## config.mk

```make
export PLATFORM = sky130hd
export DESIGN_NAME = tpm_spi_master
export DESIGN_NICKNAME = d
export VERILOG_FILES = /design/src/rtl/tpm_spi_pkg.sv /design/src/rtl/tsm_sclk_div.sv /design/src/rtl/tsm_byte_shifter.sv /design/src/rtl/tsm_hdr_build.sv /design/src/rtl/tpm_spi_master.sv
export SDC_FILE = /design/constraint.sdc
export NUM_CORES = 1
export LEC_CHECK = 0
export BUFFER_PORTS_ARGS = -buffer_cell sky130_fd_sc_hd__buf_2
export CAP_MARGIN = 20
export CORE_ASPECT_RATIO = 0.5
export CORE_MARGIN = 5
export CORE_UTILIZATION = 55
export CTS_CLUSTER_SIZE = 10
export DETAILED_ROUTE_END_ITERATION = 10
export PLACE_DENSITY = 0.78
export SLEW_MARGIN = 20
export SYNTH_ARGS = -nofsm -noshare
export SYNTH_HDL_FRONTEND = slang
export SYNTH_SLANG_ARGS = --single-unit
```

## constraint.sdc

```tcl
create_clock -name clk -period 3.15 [get_ports clk]
set_clock_uncertainty 0.2 [all_clocks]
set_input_delay 0.315 -clock clk [delete_from_list [all_inputs] [get_ports clk]]
set_output_delay 0.315 -clock clk [all_outputs]
set_load 0.005 [all_outputs]
```

## src/rtl/tpm_spi_pkg.sv

```systemverilog
package tpm_spi_pkg;

    typedef enum logic [2:0] {
        ST_IDLE,
        ST_HDR,
        ST_POLL,
        ST_DATA,
        ST_GAP
    } tsm_state_e;

    // Header lead byte: direction in bit 7, bit 6 zero, count-1 in bits 5:0
    function automatic logic [7:0] lead_byte(input logic rd, input logic [5:0] cnt_m1);
        return {rd, 1'b0, cnt_m1};
    endfunction

endpackage

```

## src/rtl/tsm_sclk_div.sv

```systemverilog
module tsm_sclk_div #(
    parameter int CLK_DIV = 2
) (
    input  logic clk,
    input  logic rst_n,
    input  logic en,
    output logic tick
);
    localparam int CNT_W = $clog2(CLK_DIV + 1);

    logic [CNT_W-1:0] cnt_q;

    assign tick = en && (cnt_q == CNT_W'(CLK_DIV - 1));

    always_ff @(posedge clk) begin
        if (!rst_n || !en) begin
            cnt_q <= '0;
        end else if (tick) begin
            cnt_q <= '0;
        end else begin
            cnt_q <= cnt_q + 1'b1;
        end
    end

endmodule

```

## src/rtl/tsm_byte_shifter.sv

```systemverilog
module tsm_byte_shifter (
    input  logic       clk,
    input  logic       rst_n,
    input  logic       tick,
    input  logic       start,
    input  logic [7:0] tx_byte,
    input  logic       miso,
    output logic       busy,
    output logic       done,
    output logic [7:0] rx_byte,
    output logic       sclk,
    output logic       mosi
);
    logic [7:0] sh_q;
    logic [2:0] bit_q;

    always_ff @(posedge clk) begin
        if (!rst_n) begin
            busy    <= 1'b0;
            done    <= 1'b0;
            rx_byte <= '0;
            sclk    <= 1'b0;
            mosi    <= 1'b0;
            sh_q    <= '0;
            bit_q   <= '0;
        end else begin
            done <= 1'b0;
            if (start) begin
                busy  <= 1'b1;
                sh_q  <= tx_byte;
                mosi  <= tx_byte[7];
                sclk  <= 1'b0;
                bit_q <= '0;
            end else if (busy && tick) begin
                if (!sclk) begin
                    sclk    <= 1'b1;
                    rx_byte <= {rx_byte[6:0], miso};
                end else begin
                    sclk <= 1'b0;
                    if (bit_q == 3'd7) begin
                        busy <= 1'b0;
                        done <= 1'b1;
                    end else begin
                        bit_q <= bit_q + 1'b1;
                        sh_q  <= {sh_q[6:0], 1'b0};
                        mosi  <= sh_q[6];
                    end
                end
            end
        end
    end

    // a new byte is only launched while the shifter is idle
    start_idle_chk: assert property (@(posedge clk) disable iff (!rst_n)
        start |-> !busy);

    // a byte completes on a falling SCLK edge
    done_low_chk: assert property (@(posedge clk) disable iff (!rst_n)
        done |-> !sclk);

endmodule

```

## src/rtl/tsm_hdr_build.sv

```systemverilog
module tsm_hdr_build #(
    parameter int          ADDR_W    = 24,
    parameter int          LEN_W     = 3,
    parameter logic [23:0] BASE_ADDR = 24'hD40000
) (
    input  logic              rd,
    input  logic [LEN_W-1:0]  len,
    input  logic [ADDR_W-1:0] offset,
    output logic [3:0][7:0]   hdr
);
    import tpm_spi_pkg::*;

    logic [23:0] addr;
    logic [5:0]  cnt_m1;

    always_comb begin
        addr   = 24'(offset) + BASE_ADDR;
        cnt_m1 = 6'(len) - 6'd1;
        hdr[0] = lead_byte(rd, cnt_m1);
        hdr[1] = addr[23:16];
        hdr[2] = addr[15:8];
        hdr[3] = addr[7:0];
    end

endmodule

```

## src/rtl/tpm_spi_master.sv

```systemverilog
module tpm_spi_master #(
    parameter int          CLK_DIV   = 2,
    parameter int          MAX_WAIT  = 50,
    parameter int          MAX_BYTES = 4,
    parameter int          ADDR_W    = 24,
    parameter logic [23:0] BASE_ADDR = 24'hD40000
) (
    input  logic        clk,
    input  logic        rst_n,
    input  logic        req_valid,
    output logic        req_ready,
    input  logic        req_read,
    input  logic [23:0] req_offset,
    input  logic [2:0]  req_len,
    input  logic [31:0] req_wdata,
    output logic        rsp_done,
    output logic        rsp_err,
    output logic [31:0] rsp_rdata,
    output logic        timeout_sticky,
    output logic        spi_sclk,
    output logic        spi_cs_n,
    output logic        spi_mosi,
    input  logic        spi_miso
);
    import tpm_spi_pkg::*;

    localparam int DATA_W  = 8 * MAX_BYTES;
    localparam int LEN_W   = $clog2(MAX_BYTES) + 1;
    localparam int IDX_W   = $clog2(MAX_BYTES);
    localparam int PC_W    = $clog2(MAX_WAIT + 1);
    localparam int GAP_CYC = 2 * CLK_DIV;
    localparam int GC_W    = $clog2(GAP_CYC + 1);

    tsm_state_e        state_q, state_d;
    logic [IDX_W-1:0]  idx_q;
    logic [PC_W-1:0]   poll_q;
    logic [GC_W-1:0]   gap_q;
    logic              rd_q;
    logic [LEN_W-1:0]  len_q;
    logic [DATA_W-1:0] wdata_q;
    logic [3:0][7:0]   hdr_q;
    logic [3:0][7:0]   hdr_now;

    logic              xfer_start, xfer_busy, xfer_done, tick;
    logic [7:0]        xfer_tx, xfer_rx;

    logic              accept, len_ok, last_byte;
    logic [IDX_W-1:0]  idx_nx;
    logic [7:0]        data_first, data_next;

    // ---------------- sub-blocks ----------------
    tsm_hdr_build #(
        .ADDR_W   (ADDR_W),
        .LEN_W    (LEN_W),
        .BASE_ADDR(BASE_ADDR)
    ) hdr_i (
        .rd    (req_read),
        .len   (LEN_W'(req_len)),
        .offset(ADDR_W'(req_offset)),
        .hdr   (hdr_now)
    );

    tsm_sclk_div #(.CLK_DIV(CLK_DIV)) div_i (
        .clk  (clk),
        .rst_n(rst_n),
        .en   (xfer_busy),
        .tick (tick)
    );

    tsm_byte_shifter shf_i (
        .clk    (clk),
        .rst_n  (rst_n),
        .tick   (tick),
        .start  (xfer_start),
        .tx_byte(xfer_tx),
        .miso   (spi_miso),
        .busy   (xfer_busy),
        .done   (xfer_done),
        .rx_byte(xfer_rx),
        .sclk   (spi_sclk),
        .mosi   (spi_mosi)
    );

    // ---------------- decode ----------------
    assign req_ready  = (state_q == ST_IDLE);
    assign accept     = req_valid && req_ready;
    assign len_ok     = (req_len != 3'd0) && (LEN_W'(req_len) <= LEN_W'(MAX_BYTES));
    assign last_byte  = (LEN_W'(idx_q) == (len_q - 1'b1));
    assign idx_nx     = idx_q + 1'b1;
    assign data_first = rd_q ? 8'h00 : wdata_q[7:0];
    assign data_next  = rd_q ? 8'h00 : wdata_q[{idx_nx, 3'b000} +: 8];

    // ---------------- next state ----------------
    always_comb begin
        state_d = state_q;
        unique case (state_q)
            ST_IDLE: if (accept && len_ok) state_d = ST_HDR;
            ST_HDR: begin
                if (xfer_done && idx_q == IDX_W'(3)) begin
                    state_d = (rd_q && !xfer_rx[0]) ? ST_POLL : ST_DATA;
                end
            end
            ST_POLL: begin
                if (xfer_done && (xfer_rx[0] || poll_q == PC_W'(MAX_WAIT))) begin
                    state_d = ST_DATA;
                end
            end
            ST_DATA: if (xfer_done && last_byte) state_d = ST_GAP;
            ST_GAP:  if (gap_q == GC_W'(GAP_CYC - 1)) state_d = ST_IDLE;
            default: state_d = ST_IDLE;
        endcase
    end

    // ---------------- state register ----------------
    always_ff @(posedge clk) begin
        if (!rst_n) state_q <= ST_IDLE;
        else        state_q <= state_d;
    end

    // ---------------- outputs and datapath ----------------
    always_ff @(posedge clk) begin
        if (!rst_n) begin
            spi_cs_n       <= 1'b1;
            xfer_start     <= 1'b0;
            xfer_tx        <= '0;
            rsp_done       <= 1'b0;
            rsp_err        <= 1'b0;
            rsp_rdata      <= '0;
            timeout_sticky <= 1'b0;
            idx_q          <= '0;
            poll_q         <= '0;
            gap_q          <= '0;
            rd_q           <= 1'b0;
            len_q          <= '0;
            wdata_q        <= '0;
            hdr_q          <= '0;
        end else begin
            xfer_start <= 1'b0;
            rsp_done   <= 1'b0;
            rsp_err    <= 1'b0;
            unique case (state_q)
                ST_IDLE: begin
                    if (accept) begin
                        if (!len_ok) begin
                            rsp_done <= 1'b1;
                            rsp_err  <= 1'b1;
                        end else begin
                            rd_q       <= req_read;
                            len_q      <= LEN_W'(req_len);
                            wdata_q    <= DATA_W'(req_wdata);
                            hdr_q      <= hdr_now;
                            idx_q      <= '0;
                            poll_q     <= '0;
                            spi_cs_n   <= 1'b0;
                            xfer_start <= 1'b1;
                            xfer_tx    <= hdr_now[0];
                            if (req_read) rsp_rdata <= '0;
                        end
                    end
                end
                ST_HDR: begin
                    if (xfer_done) begin
                        xfer_start <= 1'b1;
                        if (idx_q == IDX_W'(3)) begin
                            idx_q <= '0;
                            if (rd_q && !xfer_rx[0]) begin
                                poll_q  <= PC_W'(1);
                                xfer_tx <= 8'h00;
                            end else begin
                                xfer_tx <= data_first;
                            end
                        end else begin
                            idx_q   <= idx_nx;
                            xfer_tx <= hdr_q[idx_nx[1:0]];
                        end
                    end
                end
                ST_POLL: begin
                    if (xfer_done) begin
                        xfer_start <= 1'b1;
                        if (xfer_rx[0] || poll_q == PC_W'(MAX_WAIT)) begin
                            if (!xfer_rx[0]) timeout_sticky <= 1'b1;
                            idx_q   <= '0;
                            xfer_tx <= data_first;
                        end else begin
                            poll_q  <= poll_q + 1'b1;
                            xfer_tx <= 8'h00;
                        end
                    end
                end
                ST_DATA: begin
                    if (xfer_done) begin
                        if (rd_q) rsp_rdata[{idx_q, 3'b000} +: 8] <= xfer_rx;
                        if (last_byte) begin
                            spi_cs_n <= 1'b1;
                            rsp_done <= 1'b1;
                            gap_q    <= '0;
                        end else begin
                            idx_q      <= idx_nx;
                            xfer_start <= 1'b1;
                            xfer_tx    <= data_next;
                        end
                    end
                end
                ST_GAP: begin
                    gap_q <= gap_q + 1'b1;
                end
                default: ;
            endcase
        end
    end

    // ---------------- assertions ----------------

    ready_cs_chk: assert property (@(posedge clk) disable iff (!rst_n)
        req_ready |-> spi_cs_n);


    gap_cs_chk: assert property (@(posedge clk) disable iff (!rst_n)
        (state_q == ST_GAP) |-> spi_cs_n);


    done_pulse_chk: assert property (@(posedge clk) disable iff (!rst_n)
        rsp_done |=> !rsp_done);


    err_done_chk: assert property (@(posedge clk) disable iff (!rst_n)
        rsp_err |-> rsp_done);


    sclk_idle_chk: assert property (@(posedge clk) disable iff (!rst_n)
        spi_cs_n |-> !spi_sclk);


    poll_bound_chk: assert property (@(posedge clk) disable iff (!rst_n)
        (state_q == ST_POLL) |-> (poll_q != '0 && poll_q <= PC_W'(MAX_WAIT)));


    sticky_hold_chk: assert property (@(posedge clk) disable iff (!rst_n)
        !$fell(timeout_sticky));


    reject_chk: assert property (@(posedge clk) disable iff (!rst_n)
        (accept && !len_ok) |=> (spi_cs_n && rsp_err));

endmodule

```

* Yosys cells after proc, flatten, opt, wreduce, memory -nomap -nowiden *
Cells that the tools add are included.

storage, ports and cells
  output and inout port bits = 39
  register bits = 150
  bits of input ports = 64
  word-level logic and storage cells = 194

cells by class
  add/subtract/negate cells = 9
  reduce and logical (&&, ||, !) cells = 41
  mux-type cells = 78
  order comparisons = 2
  equal/unequal tests = 29
  bitwise gates (word level) = 6
  shifts and indexed selects = 3

operators by type and width
  operator                                                number
  2-to-1 mux 32 bit                                       5
  2-to-1 mux 8 bit                                        12
  case mux 32 bit (2 select lines)                        1
  2-to-1 mux 6 bit                                        7
  bitwise mux 32 bit                                      1
  case mux 8 bit (4 select lines)                         1
  variable shift 8 x 7 -> 32 bit (first input constant)   1
  variable part select 32 x 6 -> 8 bit                    1
  variable part select 8 x 7 -> 32 bit                    1
  2-to-1 mux 7 bit                                        4
  adder 24 bit (second input constant)                    1
  2-to-1 mux 1 bit                                        24
  inequality test 2 bit (second input constant)           12
  2-to-1 mux 3 bit                                        7
  case mux 6 bit (3 select lines)                         1
  AND reduction 3 bit                                     6
  binary-select mux 8 bit (select 2 bit)                  1
  2-to-1 mux 2 bit                                        8
  AND reduction 8 bit                                     2
  case mux 3 bit (5 select lines)                         1
  inequality test 2 x 1 -> 1 bit (second input constant)  7
  AND reduction 5 bit                                     2
  nonzero test 2 bit                                      5
  == test 3 x 2 -> 1 bit (second input constant)          3
  31 further kinds                                        54

* Longest topological paths before layout *
Gate-level depths: netlist (run 1).

  depth after elaboration = 6
  depth in mapped cells = 10
  gate-level depth less buffers = 7

* Cells and area by module *
Synthesis (run 1) repeated with hierarchy kept, for this count alone.

unflattened totals
  cell total of the unflattened synthesis = 829
  area total of the unflattened synthesis = 7348.3 sq um

by module, submodules not included
  module            instances  seq. area each (sq um)  area each (sq um)  cells each
  tpm_spi_master    1          2542.4                  6079.6             697
  tsm_byte_shifter  1          440.4                   893.4              86
  tsm_hdr_build     1          0.0                     286.5              39
  tsm_sclk_div      1          40.0                    88.8               7

* Least setup slack after synthesis (run 1) *
No wires, ideal clock.

  kind = register to register
  start = reg idx_q[0]
  end = reg rsp_rdata[24]
  data required time = 2880 ps
  data arrival time = 2428 ps
  stages on the path, launching flop included = 9
  period minus slack after synthesis = 2698 ps
  setup time = 70 ps
  buffers on the path = 3
  path slack = 452 ps
  path through = dfxtp_1 -> buf_2 -> inv_1 -> ha_1 -> buf_4 -> buf_2 -> nor4_1 -> nand3_1 -> a21oi_1

on the way
  longest elaborated chain between the ends = 6
  elaborated cells between the ends (all ways) = 7
  those cells by class = add/sub: 1; shift: 2; mux: 4

RTL lines
  what                                                                                    line                   source
  start, declared                                                                         tpm_spi_master.sv:35   logic [IDX_W-1:0] idx_q;
  start signal, assigned                                                                  tpm_spi_master.sv:173  idx_q <= idx_nx;
  start signal, assigned                                                                  tpm_spi_master.sv:199  idx_q <= idx_nx;
  negator 5 -> 7 bit *                                                                    tpm_spi_master.sv:193  if (rd_q) rsp_rdata[{idx_q, 3'b000} +: 8] <= xfer_rx;
  variable part select 8 x 7 -> 32 bit or variable shift 8 x 7 -> 32 bit (tied branches)  tpm_spi_master.sv:193
  bitwise mux 32 bit *                                                                    tpm_spi_master.sv:193
  2-to-1 mux 32 bit *                                                                     tpm_spi_master.sv:193
  2-to-1 mux 32 bit *                                                                     tpm_spi_master.sv:192  if (xfer_done) begin
  case mux 32 bit (2 select lines) *                                                      tpm_spi_master.sv:141  unique case (state_q)
  end signal, assigned by index                                                           tpm_spi_master.sv:193
  end, declared                                                                           tpm_spi_master.sv:18   output logic [31:0] rsp_rdata,

Mark *: on every way between the ends. The rest lies on a longest branch, timed or not. The select of a mux whose other input is x is not followed.
A chain may end at the register's enable or synchronous reset.

* Worst setup path in the final report (run 1) *
  start = in req_len[1]
  end = reg rsp_rdata[27]

on the way
  longest elaborated chain between the ends = 4
  elaborated cells between the ends (all ways) = 5
  those cells by class = order compare: 1; eq/ne: 1; reduce/logical: 3

RTL lines
  what                                                       line                  source
  start, declared                                            tpm_spi_master.sv:14  input logic [2:0] req_len,
  <= comparator 3 bit or nonzero test 3 bit (tied branches)  tpm_spi_master.sv:87  assign len_ok = (req_len != 3'd0) && (LEN_W'(req_len) <= LEN_W'(MAX_BYTES));
  logical AND 1 bit *                                        tpm_spi_master.sv:87
  inequality test 2 x 1 -> 1 bit (no line) *                 -
  AND reduction 6 bit (no line) *                            -

Mark *: on every way between the ends. The rest lies on a longest branch, timed or not.

==> results of run 1 <==
per-stage QoR:
step | cell area [sq um] | power (W)
after global routing | 8380 | 0.00508
after detailed placement | 7220 | 0.00274
after floorplan | 6610 | 0.00255
after global placement | 7220 | 0.00273
final | 8380 | 0.00489
after CTS | 8370 | 0.00489
area by class of cell:
| cell class | count | area [sq um] | share of cell area (%) |
|---|---|---|---|
| multi-input cells | 589 | 3380 | 40.3 |
| inverters | 14 | 53.8 | 0.642 |
| flip-flops and latches | 147 | 2940 | 35.1 |
| repair buffers | 171 | 1190 | 14.2 |
| clock inverters | 13 | 170 | 2.03 |
| well taps | 165 | 206 | 2.46 |
| clock buffers | 19 | 443 | 5.29 |
worst max-delay path, cell delays in order:
cell and delay, ns:
dlygate4sd3_1 0.52, buf_2 0.15, inv_1 0.05, ha_1 0.20, xnor2_2 0.24, a31oi_1 0.17
buf_4 0.21, nor3_1 0.74, nand3_1 0.16, a21oi_1 0.19
layer usage:
metal  routed length (um)  GRT usage, %  vias up
li1                     -             -     3071
met2                 8560          43.3      278
met4                  463          11.1        0
met3                 1410          5.39       51
met5                    0             0        -
met1                 7930          34.0     2965
flip-flops by register name (all words and copies together) (netlist names), 6 cells and up:
signal	flops
rsp_rdata	32
wdata_q	32
hdr_q	29
shf_i.rx_byte	8
xfer_tx	8
shf_i.sh_q	7
poll_q	6
where the power goes:
group          internal, W  total [W]  switching (W)
Combinational     0.000294   0.000728       0.000433
Clock              0.00128    0.00211       0.000830
Sequential         0.00196    0.00205      0.0000962
Total              0.00353    0.00489        0.00136
how the worst max path moves through the flow:
stage                                     start                    endpoint  slack [ns]  cells after the start
final                                req_len[1]  rsp_rdata[27]$_SDFFE_PN0P_        0.33                     10
after global routing                 req_len[1]  rsp_rdata[27]$_SDFFE_PN0P_        0.09                     10
after CTS                            req_len[1]  rsp_rdata[27]$_SDFFE_PN0P_        0.37                     10
after detailed placement  idx_q[0]$_SDFFE_PN0P_     xfer_tx[2]$_SDFFE_PN0P_        0.44                      7
after global placement    idx_q[0]$_SDFFE_PN0P_     xfer_tx[2]$_SDFFE_PN0P_        0.54                      7
after floorplan           idx_q[0]$_SDFFE_PN0P_  rsp_rdata[24]$_SDFFE_PN0P_        0.45                      8
placed cells by master, fill, tap and decap left out, types with 7 or more instances in the layout:
cell type      count
a211oi_1           8
a21oi_1          127
a22oi_1            7
a31oi_1            8
buf_2            102
buf_4             12
clkbuf_16         17
dfxtp_1          147
dlygate4sd3_1     54
ha_1              16
inv_1             13
mux2i_1           19
mux4_2            12
nand2_1          189
nand3_1           42
nor2_1            46
nor3_1            11
o21ai_0           15
or3_1              9
logic make-up (layout without fill, tap and decap cells):
logic type	count (synthesis)	after routing	share of synthesized area [%]
simple gates	340	340	22.9
mux	31	31	6.97
xor+xnor	11	11	1.57
compound gates	191	191	16.5
fa+ha+maj	16	16	3.03
flops	147	147	44.5
buf+inv	69	217	4.47
==> results.sh, run 1 <==
export IMPL_first_pass_iters=5
export IMPL_synth_seq_cells=147
export IMPL_synthCells=805
export IMPL_min_path_cells=4
export IMPL_clock_latency_ns=0.42
export IMPL_finalHoldViolations=0
export IMPL_syn_to_final_growth_pct=26.8
export IMPL_fin_crit_ns=2.82
export IMPL_hold_end="hdr_q[14]$_SDFFE_PN0P_"
export IMPL_synth_common_cells="189 x nand2_1, 147 x dfxtp_1, 127 x a21oi_1"
export IMPL_rows=28
export IMPL_period_share_pct=89.4
export IMPL_setup_viol=0
export IMPL_io_pins=103
export IMPL_die_h_um=87.5
export IMPL_worst_pin_slew_ns=0.893
export IMPL_grt_pass1_vias=6121
export IMPL_grt_usage_pct=26.2
export IMPL_die_x_um=165
export IMPL_cts_buffer_depth=2
export IMPL_dr_total_vias=6365
export IMPL_syn_area_sq_mm=0.00661
export IMPL_n_antenna_cell=0
export IMPL_r2r_start="idx_q[0]$_SDFFE_PN0P_"
export IMPL_cp_arrival_ns=2.95
export IMPL_synthesis_nets=885
export IMPL_cts_setup_buffers=0
export IMPL_syn_area_per_cell_sq_um=8.21
export IMPL_antenna_found_initial=0
export IMPL_synth_edf_count=0
export IMPL_cts_sinks=147
export IMPL_io_buffers=102
export IMPL_yosysWarningCount=0
export IMPL_fin_ws_ns=0.335
export IMPL_critPathKind="primary input to flop"
export IMPL_wire_per_inst_um=16.4
export IMPL_place_gp_congestion=0.908
export IMPL_endpoint_kind="flop"
export IMPL_grt_max_degree=59
export IMPL_initial_core_util_pct=56.1
export IMPL_status="finished clean"
export IMPL_fmax_mhz=355
export IMPL_hold_buffers=54
export IMPL_grt_overflow=0
export IMPL_critPathRequiredTime_ns=3.28
export IMPL_max_cap_violations=0
export IMPL_cts_root_buffer="clkbuf_16"
export IMPL_timing_slew_headroom_pct=40.0
export IMPL_yosysMostFrequentCell="nand2_1"
export IMPL_grt_pass1_wl_um=30200
export IMPL_hpwl_um=11800
export IMPL_reg2reg_slack_ns=0.39
export IMPL_drt_initial_drc_count=710
export IMPL_cts_max_level=4
export IMPL_worstHoldStart="req_offset[22]"
export IMPL_cts_resized_gates=0
export IMPL_n_fill_cell=890
export IMPL_cts_made_buffers=17
export IMPL_crit_fanout=12
export IMPL_fin_hold_ws_ns=0.0217
export IMPL_ys_types=58
export IMPL_tns_ns=0
export IMPL_viasPerCell=5.69
export IMPL_cts_tree="yes"
export IMPL_fin_nets=1020
export IMPL_grt_setup_unrepaired="no"
export IMPL_ys_seq_area_share_pct=44.5
export IMPL_slew_viol_final=0
export IMPL_worstHoldPathType="primary input to flop"
export IMPL_die_area_sq_mm=0.0144
export IMPL_yosys_area_top_type="dfxtp_1"
export IMPL_worst_setup_path_start_kind="primary input"
export IMPL_synthTopCellsByArea="dfxtp_1 45%, nand2_1 11%, a21oi_1 9.6%"
export IMPL_postLayoutCoreUtil_pct=71.2
export IMPL_synth_flop_cell="dfxtp_1"
export IMPL_drc=0
export IMPL_cellPowerDensity_mw_per_mm2=584
export IMPL_p_leak_nw=3.29
export IMPL_design_core_area_sq_mm=0.0118
export IMPL_r2r_end="xfer_tx[2]$_SDFFE_PN0P_"
export IMPL_worst_ir_drop_vdd_uv=258
export IMPL_drive_gt1_share_pct=17.9
export IMPL_clk_pin_slew_worst_paths_ns=0.06
export IMPL_ff2ff_path_depth=7
export IMPL_pre_cts_ws_ns=0.436
export IMPL_yosys_area_top_type_share_pct=44.5
export IMPL_ant_nets=0
export IMPL_synthArstFlopShare_pct=0
export IMPL_routed_wl_um=18400
export IMPL_dp_cells=1031
export IMPL_fin_cells=1118
(Power assumes the default switching activity.)
==> inputs of run 2 (changes only) <==
--- a/config.mk
+++ b/config.mk
@@ -13,6 +13,7 @@
 export CTS_CLUSTER_SIZE = 10
 export DETAILED_ROUTE_END_ITERATION = 10
 export PLACE_DENSITY = 0.78
+export RECOVER_POWER = 25
 export SLEW_MARGIN = 20
 export SYNTH_ARGS = -nofsm -noshare
 export SYNTH_HDL_FRONTEND = slang
==> results.sh, run 2 (synthesized netlist as in run 1, its figures left out) <==
export IMPL_status="finished clean"
export IMPL_grt_pass1_vias=6121
export IMPL_die_x_um=165
export IMPL_io_pins=103
export IMPL_grt_overflow=0
export IMPL_grt_max_degree=59
export IMPL_fin_cells=1118
export IMPL_cellPowerDensity_mw_per_mm2=587
export IMPL_slew_viol_final=0
export IMPL_routed_wl_um=18400
export IMPL_critPathBufInv=4
export IMPL_cts_tree="yes"
export IMPL_design_core_area_sq_mm=0.0118
export IMPL_cp_slowest_stage_delay_ns=0.75
export IMPL_clk_pin_slew_worst_paths_ns=0.06
export IMPL_cts_resized_gates=0
export IMPL_n_antenna_cell=0
export IMPL_crit_path_start="req_len[1]"
export IMPL_slowest_stage="nor3_1"
export IMPL_finalHoldViolations=0
export IMPL_cts_made_buffers=17
export IMPL_crit_fanout=12
export IMPL_io_buffers=102
export IMPL_fin_hold_ws_ns=0.0165
export IMPL_cts_setup_buffers=0
export IMPL_max_cap_violations=0
export IMPL_path_delay_family="buffers and inverters"
export IMPL_r2r_start="idx_q[0]$_SDFFE_PN0P_"
export IMPL_min_path_cells=4
export IMPL_dp_cells=1031
export IMPL_n_fill_cell=899
export IMPL_drt_initial_drc_count=646
export IMPL_p_leak_nw=3.19
export IMPL_syn_to_final_growth_pct=26.4
export IMPL_die_area_sq_mm=0.0144
export IMPL_worstHoldPathType="primary input to flop"
export IMPL_hold_buffers=54
export IMPL_grt_setup_unrepaired="no"
export IMPL_period_share_pct=90.4
export IMPL_cts_buffer_depth=2
export IMPL_antenna_found_initial=0
export IMPL_place_gp_congestion=0.908
export IMPL_fin_crit_ns=2.85
export IMPL_timing_slew_headroom_pct=20.9
export IMPL_dr_total_vias=6372
export IMPL_cts_sinks=147
export IMPL_fin_nets=1020
export IMPL_drive_gt1_share_pct=15.7
export IMPL_grt_pass1_wl_um=30200
export IMPL_endpoint_kind="flop"
export IMPL_critical_path_depth=10
export IMPL_fmax_mhz=351
export IMPL_pre_cts_ws_ns=0.436
export IMPL_critPathRequiredTime_ns=3.26
export IMPL_worst_ir_drop_vdd_uv=258
export IMPL_rows=28
export IMPL_cp_arrival_ns=2.96
export IMPL_layout_commonest_cell="nand2_1"
export IMPL_wire_per_inst_um=16.5
export IMPL_setup_viol=0
export IMPL_clock_latency_ns=0.43
export IMPL_first_pass_iters=6
export IMPL_path_cells="dlygate4sd3_1 -> buf_2 -> inv_1 -> ha_1 -> xnor2_2 -> a31oi_1 -> buf_4 -> nor3_1 -> nand3_1 -> a21oi_1"
export IMPL_ff2ff_path_depth=7
export IMPL_hpwl_um=11800
export IMPL_reg2reg_slack_ns=0.39
export IMPL_tns_ns=0
export IMPL_critPathKind="primary input to flop"
export IMPL_cts_root_buffer="clkbuf_16"
export IMPL_worstHoldStart="req_offset[22]"
export IMPL_final_cell_mix="189 x nand2_1, 147 x dfxtp_1, 127 x a21oi_1"
export IMPL_cts_max_level=4
export IMPL_largestRegisters="rsp_rdata: 32 flops, wdata_q: 32 flops, hdr_q: 29 flops"
export IMPL_ant_nets=0
export IMPL_die_h_um=87.5
export IMPL_initial_core_util_pct=56.1
export IMPL_viasPerCell=5.70
export IMPL_fin_ws_ns=0.304
export IMPL_worst_pin_slew_ns=1.18
export IMPL_grt_usage_pct=26.2
export IMPL_drc=0
export IMPL_worst_setup_path_start_kind="primary input"
export IMPL_p_total_w=0.00490
[run 2: final cells by class]
cell class | instances | area [sq um] | area share (%)
multi-input cells | 589 | 3380 | 40.4
flip-flops and latches | 147 | 2940 | 35.2
repair buffers | 171 | 1160 | 13.9
clock buffers | 19 | 443 | 5.30
well taps | 165 | 206 | 2.47
clock inverters | 13 | 170 | 2.04
inverters | 14 | 53.8 | 0.644
[run 2: path summary, 6_finish.rpt]
kind                                                    to
worst min-delay path                hdr_q[14]$_SDFFE_PN0P_
worst max register to register     xfer_tx[2]$_SDFFE_PN0P_
worst max-delay path            rsp_rdata[27]$_SDFFE_PN0P_
worst min register to register   div_i.cnt_q[0]$_SDFF_PP0_
[run 2: per-layer routing]
metal  track usage, %  vias up  share of wire (%)
li1                 -     3073                  -
met1             34.0     2978                 44
met2             43.3      275                 46
met3             5.39       46                7.5
met4             11.1        0                2.6
met5                0        -                  0
[run 2: metrics by stage]
step	instance area, sq um	util (%)
after CTS	8370	71.1
after global routing	8350	70.9
after floorplan	6610	-
after global placement	7220	61.3
after detailed placement	7220	61.3
final	8350	70.9
[run 2: power by group]
| part | total [W] | switching, W | internal, W |
|---|---|---|---|
| logic | 0.000727 | 0.000434 | 0.000293 |
| registers | 0.00206 | 0.0000973 | 0.00196 |
| clock network | 0.00212 | 0.000837 | 0.00128 |
[run 2: worst reg2reg max path, stage by stage, from the launching register on]
cell and delay [ns]:
dfxtp_1 0.50, inv_1 0.16, ha_1 0.57, buf_4 0.27, mux4_2 0.52, a21oi_1 0.18, o22a_1 0.15, a221oi_1 0.07
